==> src/rtl/lsd_pkg.sv <==
package lsd_pkg;

  // Strobes from the control module to the channel datapath
  typedef struct packed {
    logic clearState;    // synchronous clear of every channel's counters and latch
    logic killOutputs;   // force every gate enable low
    logic globalFault;   // a chip-wide fault is present
    logic reportLatched; // latched channels may show on the fault output
  } lsdStrobe_t;

endpackage

==> src/rtl/lsd_ctrl.sv <==
module lsd_ctrl
  import lsd_pkg::*;
(
  input  logic       clk,
  input  logic       rstIn,
  input  logic       enableN,
  input  logic       otFlag,
  input  logic       uvFlag,
  output lsdStrobe_t strobe
);

  always_comb begin
    strobe.clearState    = rstIn | uvFlag;
    strobe.killOutputs   = rstIn | uvFlag | otFlag | enableN;
    strobe.globalFault   = ~rstIn & (uvFlag | otFlag);
    strobe.reportLatched = ~rstIn;
  end

  // Reset masks every global condition from the fault report
  AST_RESET_MASKS_GLOBAL: assert property (@(posedge clk)
    rstIn |-> !strobe.globalFault);

  // Undervoltage always clears state and silences the outputs
  AST_UV_CLEARS_AND_KILLS: assert property (@(posedge clk) disable iff (rstIn)
    uvFlag |-> (strobe.clearState && strobe.killOutputs));

endmodule

==> src/rtl/lsd_oc_chan.sv <==
module lsd_oc_chan #(
  parameter int DG_CYCLES    = 438,
  parameter int RETRY_CYCLES = 150000
) (
  input  logic clk,
  input  logic clearState,
  input  logic ocFlag,
  output logic tripped
);

  localparam int DGW = $clog2(DG_CYCLES + 1);
  localparam int RTW = $clog2(RETRY_CYCLES + 1);
  localparam logic [DGW-1:0] DG_LAST = DGW'(DG_CYCLES - 1);
  localparam logic [RTW-1:0] RT_LAST = RTW'(RETRY_CYCLES - 1);

  logic [DGW-1:0] dgCnt;
  logic [RTW-1:0] retryCnt;

  always_ff @(posedge clk) begin
    if (clearState) begin
      dgCnt    <= '0;
      retryCnt <= '0;
      tripped  <= 1'b0;
    end else if (tripped) begin
      dgCnt <= '0;
      if (retryCnt == RT_LAST) begin
        tripped  <= 1'b0;
        retryCnt <= '0;
      end else begin
        retryCnt <= retryCnt + 1'b1;
      end
    end else if (ocFlag) begin
      if (dgCnt == DG_LAST) begin
        tripped  <= 1'b1;
        dgCnt    <= '0;
        retryCnt <= '0;
      end else begin
        dgCnt <= dgCnt + 1'b1;
      end
    end else begin
      dgCnt <= '0;
    end
  end

  AST_DG_IN_RANGE: assert property (@(posedge clk) disable iff (clearState)
    dgCnt < DGW'(DG_CYCLES));

  AST_RETRY_IN_RANGE: assert property (@(posedge clk) disable iff (clearState)
    retryCnt < RTW'(RETRY_CYCLES));

  AST_TRIP_NEEDS_FLAG: assert property (@(posedge clk) disable iff (clearState)
    $rose(tripped) |-> $past(ocFlag));

endmodule

==> src/rtl/lsd_datapath.sv <==
module lsd_datapath
  import lsd_pkg::*;
#(
  parameter int NUM_CH       = 4,
  parameter int DG_CYCLES    = 438,
  parameter int RETRY_CYCLES = 150000
) (
  input  logic              clk,
  input  lsdStrobe_t        strobe,
  input  logic [NUM_CH-1:0] chanIn,
  input  logic [NUM_CH-1:0] ocFlag,
  output logic [NUM_CH-1:0] gateEn,
  output logic              faultN
);

  logic [NUM_CH-1:0] tripVec;

  for (genvar ch = 0; ch < NUM_CH; ch++) begin : gChan
    lsd_oc_chan #(
      .DG_CYCLES   (DG_CYCLES),
      .RETRY_CYCLES(RETRY_CYCLES)
    ) uChan (
      .clk       (clk),
      .clearState(strobe.clearState),
      .ocFlag    (ocFlag[ch]),
      .tripped   (tripVec[ch])
    );
  end

  always_comb begin
    gateEn = strobe.killOutputs ? '0 : (chanIn & ~tripVec);
    faultN = ~(strobe.globalFault | (strobe.reportLatched & (|tripVec)));
  end

endmodule

==> src/rtl/lsd_fault_seq.sv <==
module lsd_fault_seq
  import lsd_pkg::*;
#(
  parameter int NUM_CH       = 4,
  parameter int DG_CYCLES    = 438,
  parameter int RETRY_CYCLES = 150000
) (
  input  logic              clk,
  input  logic              rstIn,
  input  logic              enableN,
  input  logic [NUM_CH-1:0] chanIn,
  input  logic [NUM_CH-1:0] ocFlag,
  input  logic              otFlag,
  input  logic              uvFlag,
  output logic [NUM_CH-1:0] gateEn,
  output logic              faultN
);

  lsdStrobe_t strobe;

  lsd_ctrl uCtrl (
    .clk    (clk),
    .rstIn  (rstIn),
    .enableN(enableN),
    .otFlag (otFlag),
    .uvFlag (uvFlag),
    .strobe (strobe)
  );

  lsd_datapath #(
    .NUM_CH      (NUM_CH),
    .DG_CYCLES   (DG_CYCLES),
    .RETRY_CYCLES(RETRY_CYCLES)
  ) uData (
    .clk   (clk),
    .strobe(strobe),
    .chanIn(chanIn),
    .ocFlag(ocFlag),
    .gateEn(gateEn),
    .faultN(faultN)
  );

  AST_RESET_ALL_OFF: assert property (@(posedge clk)
    rstIn |-> (gateEn == '0 && faultN));

  AST_OUTPUT_FOLLOWS_CMD: assert property (@(posedge clk) disable iff (rstIn)
    (gateEn & ~chanIn) == '0);

  AST_DISABLE_ALL_OFF: assert property (@(posedge clk) disable iff (rstIn)
    enableN |-> gateEn == '0);

  AST_THERMAL_OFF: assert property (@(posedge clk) disable iff (rstIn)
    otFlag |-> (gateEn == '0 && !faultN));

  AST_UV_LEAVES_NO_LATCH: assert property (@(posedge clk) disable iff (rstIn)
    ($past(uvFlag) && !uvFlag && !otFlag) |-> faultN);

  AST_SUPPRESSED_REPORTS: assert property (@(posedge clk) disable iff (rstIn)
    (!enableN && !otFlag && !uvFlag && ((chanIn & ~gateEn) != '0)) |-> !faultN);

endmodule

==> config.mk <==
export PLATFORM = sky130hd
export DESIGN_NAME = lsd_fault_seq
export DESIGN_NICKNAME = d
export VERILOG_FILES = /design/src/rtl/lsd_pkg.sv /design/src/rtl/lsd_ctrl.sv /design/src/rtl/lsd_oc_chan.sv /design/src/rtl/lsd_datapath.sv /design/src/rtl/lsd_fault_seq.sv
export SDC_FILE = /design/constraint.sdc
export NUM_CORES = 1
export LEC_CHECK = 0
export ABC_AREA = 1
export BUFFER_PORTS_ARGS = -buffer_cell sky130_fd_sc_hd__buf_4
export CORE_UTILIZATION = 61
export CTS_CLUSTER_DIAMETER = 200
export CTS_CLUSTER_SIZE = 10
export DETAILED_ROUTE_END_ITERATION = 8
export PLACE_DENSITY_LB_ADDON = 0.25
export SYNTH_ARGS = -nofsm -noshare
export SYNTH_HDL_FRONTEND = slang
export SYNTH_SLANG_ARGS = --single-unit
export TNS_END_PERCENT = 1
==> constraint.sdc <==
create_clock -name clk -period 2.3 [get_ports clk]
set_input_delay 0 -clock clk [delete_from_list [all_inputs] [get_ports clk]]
set_output_delay 0 -clock clk [all_outputs]
set_load 0.01 [all_outputs]
==> key figures <==
Clocking
  – Reg clk slew, reported paths: 0.10 ns
  – CTS sink cnt: 112
  – Clock Tree Buf Depth: 2
  – Clk_lat worst skew: 0.39 ns
  – CTS tree: built
  – Post-CTS setup repair buffer count: 0
  – Root Driver: clkbuf_8
  – CTS Buf Count: 9
  – H-tree Lvls: 3

Synthesis
  – Synth top cells by count: 231 x nand2_1, 112 x dfxtp_1, 102 x nor2_1, 99 x nand3_1, 83 x inv_1
  – Count leader, synth: nand2_1
  – Post-synth EDFFs: 0
  – Sequential cell area fraction in the yosys report: 35.8%
  – Synth warn: 0
  – Share of flip-flops with an asynchronous set or reset: 0%
  – Post-synth cell types: 39
  – Post-synth top flop: dfxtp_1
  – Average size of a mapped cell: 6.78 um^2
  – Post-Synth Adder-Cell Area: 2.40%
  – Syn Nets: 949
  – Compound-Gate Fraction of Synth Area: 9.30%
  – Synth Instances: 924
  – Xor and xnor fraction of the mapped netlist area: 3.63%
  – Yosys reg bits: 112
  – Dominant cell type by area after synthesis: dfxtp_1
  – Top-area cell type share of the netlist area: 35.8%
  – Main combinational cell family by area after synthesis: simple AND/OR/NAND/NOR gates
  – Synth area leaders: dfxtp_1 36%, nand2_1 14%, nand3_1 7.9%
  – Multiplexer share of the synthesized area: 0%
  – Post-Synthesis Cell Area: 6270 um^2
  – Post-Synth Simple-Gate Area: 41.7%

Floorplan
  – Io pins: 18
  – Core area: 9860 um^2
  – Starting density of the core: 63.5%
  – Die X: 103 um
  – DIE AREA: 10,700 um^2
  – Site Rows: 36
  – Die Y: 103 um

Placed design
  – Placer Congestion: 0.902
  – Buffers on Ports: 17
  – Setup WS pre-CTS: 0.505 ns
  – HPWL after DPL: 9220 um

STA
  – Clock skew: 0.00791 ns
  – Crit path time final: 1.81 ns
  – Final Cycle Share: 78.6%
  – Slew headroom: 52.6%
  – RSZ-0062 raised after global routing: no
  – Final setup violation count: 0
  – Worst setup margin: 0.493 ns
  – Slew Viols, Final: 0
  – Fin Setup TNS: 0 ns
  – Worst slew pin tran: 0.710 ns
  – Max Freq: 553 MHz
  – WHS: 0.104 ns
  – Final Hold Vio Count: 0

Global routing
  – M1 GR Usage: 34.0%
  – GR peak layer: met2
  – Total gr overflow: 0
  – Wire length of the first global-routing pass: 22,300 um
  – Initial antenna violation count: 0
  – GR met2 Demand/Resource: 43.9%
  – GR met3 Demand/Resource: 6.05%
  – Largest net degree at the start of global routing: 38
  – Total GRT Usage: 26.2%
  – Vias in the first global route: 5,089

Detailed routing
  – Vias/cell: 5.40
  – DR vias: 5,818
  – WL per Instance: 12.0 um
  – Final WL: 12,900 um
  – ANT nets after route: 0
  – Pre-Repair DR Iteration Count: 5
  – DRC violations left: 0
  – DRT iter0 DRCs: 284

Min path
  – Worst Hold Depth: 6
  – HP Class: primary input to flop
  – Hold Path Sink: uData.gChan[3].uChan.retryCnt[3]
  – Hold path startpoint: ocFlag[3]

Setup path
  – Most frequent CP cell: nand2_1
  – Biggest cell delay along the critical path: 0.39 ns
  – Kind of critical path: flop to flop
  – CP startpoint kind: flop
  – R2R Path Start: uData.gChan[2].uChan.retryCnt[0]
  – Crit-path cells: ha_1 -> nand2_1 -> nor2_2 -> inv_1 -> nor2_1 -> nand3_1 -> nand2_1 -> nand2_1 -> nand2_1 -> nor2_1
  – Critical-path maximum fanout: 11
  – Reg2reg end: uData.gChan[2].uChan.retryCnt[17]
  – Crit path DAT: 2.10 ns
  – Worst EP required: 2.60 ns
  – Critical path's slowest cell: dfxtp_1
  – R2R cell count: 10
  – Endpoint class of the critical path: flop
  – Reg2reg setup slack: 0.49 ns

Finish
  – Share of cells above drive strength 1: 11.1%
  – Final Net Count: 965
  – Antenna Cells: 0
  – Synth-to-layout area growth: 7.48%

Pwr
  – Peak supply drop: 0.482 mV
  – Leakage Power: 0.00223 uW
  – Pwr dens: 498 nW/um^2

Run status
  – Status: finished clean

Flow run
  – Maxcap violations: 0
==> kinds of logic after synthesis <==
family	after synthesis
buffers and inverters	110
XOR/XNOR	26
AO/OA/AOI/OAI	108
AND/OR/NAND/NOR	556
flip-flops	112
adder cells (fa/ha/maj)	12
==> flip-flops by register name (all words and copies together), names as in the netlist <==
signal and flops:
uData.gChan.uChan.retryCnt 72, uData.gChan.uChan.tripped 4, uData.gChan.uChan.dgCnt 36
==> repair_timing <==
item | in CTS | in global routing
hold buffers | 2 | 0
hold endpoints to repair | 20 | 0
resized for setup | 0 | 0
==> per-layer routing <==
layer | share of wire, % | wire [um]
met1 | 48 | 6220
met2 | 46 | 5970
met3 | 3.8 | 491
met4 | 1.7 | 220
met5 | 0 | 0
==> metrics by stage <==
stage                     instances  cell area [um^2]  power (uW)  util (%)
final                          1077              6740        3360      68.3
after global routing           1077              6740        3470      68.3
after CTS                      1077              6740        3400      68.3
after detailed placement       1060              6490        2070      65.8
after global placement         1060              6490        2070      65.8
after floorplan                 924              6270        2030         -
==> layout by cell type, fill, tap and decap left out, types with 2 or more instances in the layout <==
cell type      instances
nand3b_1               3
xor2_1                18
a21oi_1               75
nand3_1               99
nor4_1                 2
a31oi_1                3
o21ai_1                8
inv_1                 83
a211oi_2               2
dfxtp_1              112
bufinv_16              2
nor2_4                 8
nor3b_1                5
nand2_2                7
nor2_2                18
or2_2                  6
nor3_2                 7
nand3_2                7
nand4_1               39
ha_1                  12
nor3_1                19
o21ai_0               13
dlygate4sd3_1          2
nor2_1               102
clkbuf_8              11
xnor2_1                8
nand2_1              231
inv_2                  8
buf_4                 22
==> worst max-delay path by stage <==
stage / start / endpoint
final: uData.gChan[2].uChan.retryCnt[0] / uData.gChan[2].uChan.retryCnt[17]
after detailed placement: uData.gChan[2].uChan.retryCnt[0] / uData.gChan[2].uChan.retryCnt[17]
after CTS: uData.gChan[2].uChan.retryCnt[0] / uData.gChan[2].uChan.retryCnt[17]
after floorplan: uData.gChan[2].uChan.retryCnt[0] / uData.gChan[2].uChan.retryCnt[6]
after global placement: uData.gChan[2].uChan.retryCnt[0] / uData.gChan[2].uChan.retryCnt[17]
after global routing: uData.gChan[2].uChan.retryCnt[0] / uData.gChan[2].uChan.retryCnt[17]
==> critical path, delay by kind of cell (launching register included) <==
kind,cells,cell delay [ns]
flops,1,0.39
fa+ha+maj,1,0.18
buf+inv,1,0.06
simple gates,8,1.09
==> layout make-up <==
type,instances,area [um^2]
clock buffers,11,151
clock inverters,4,76.3
fillers,887,3130
inverters,91,342
multi-input cells,702,3570
flip-flops and latches,112,2240
well taps,133,166
repair buffers,24,185
==> report_power, final <==
group          switching (uW)  internal, uW  total, uW
logic                    51.4          32.2       83.5
registers                4.00          1940       1950
clock network             656           671       1330
total                     712          2640       3360
(Power assumes the default switching activity.)
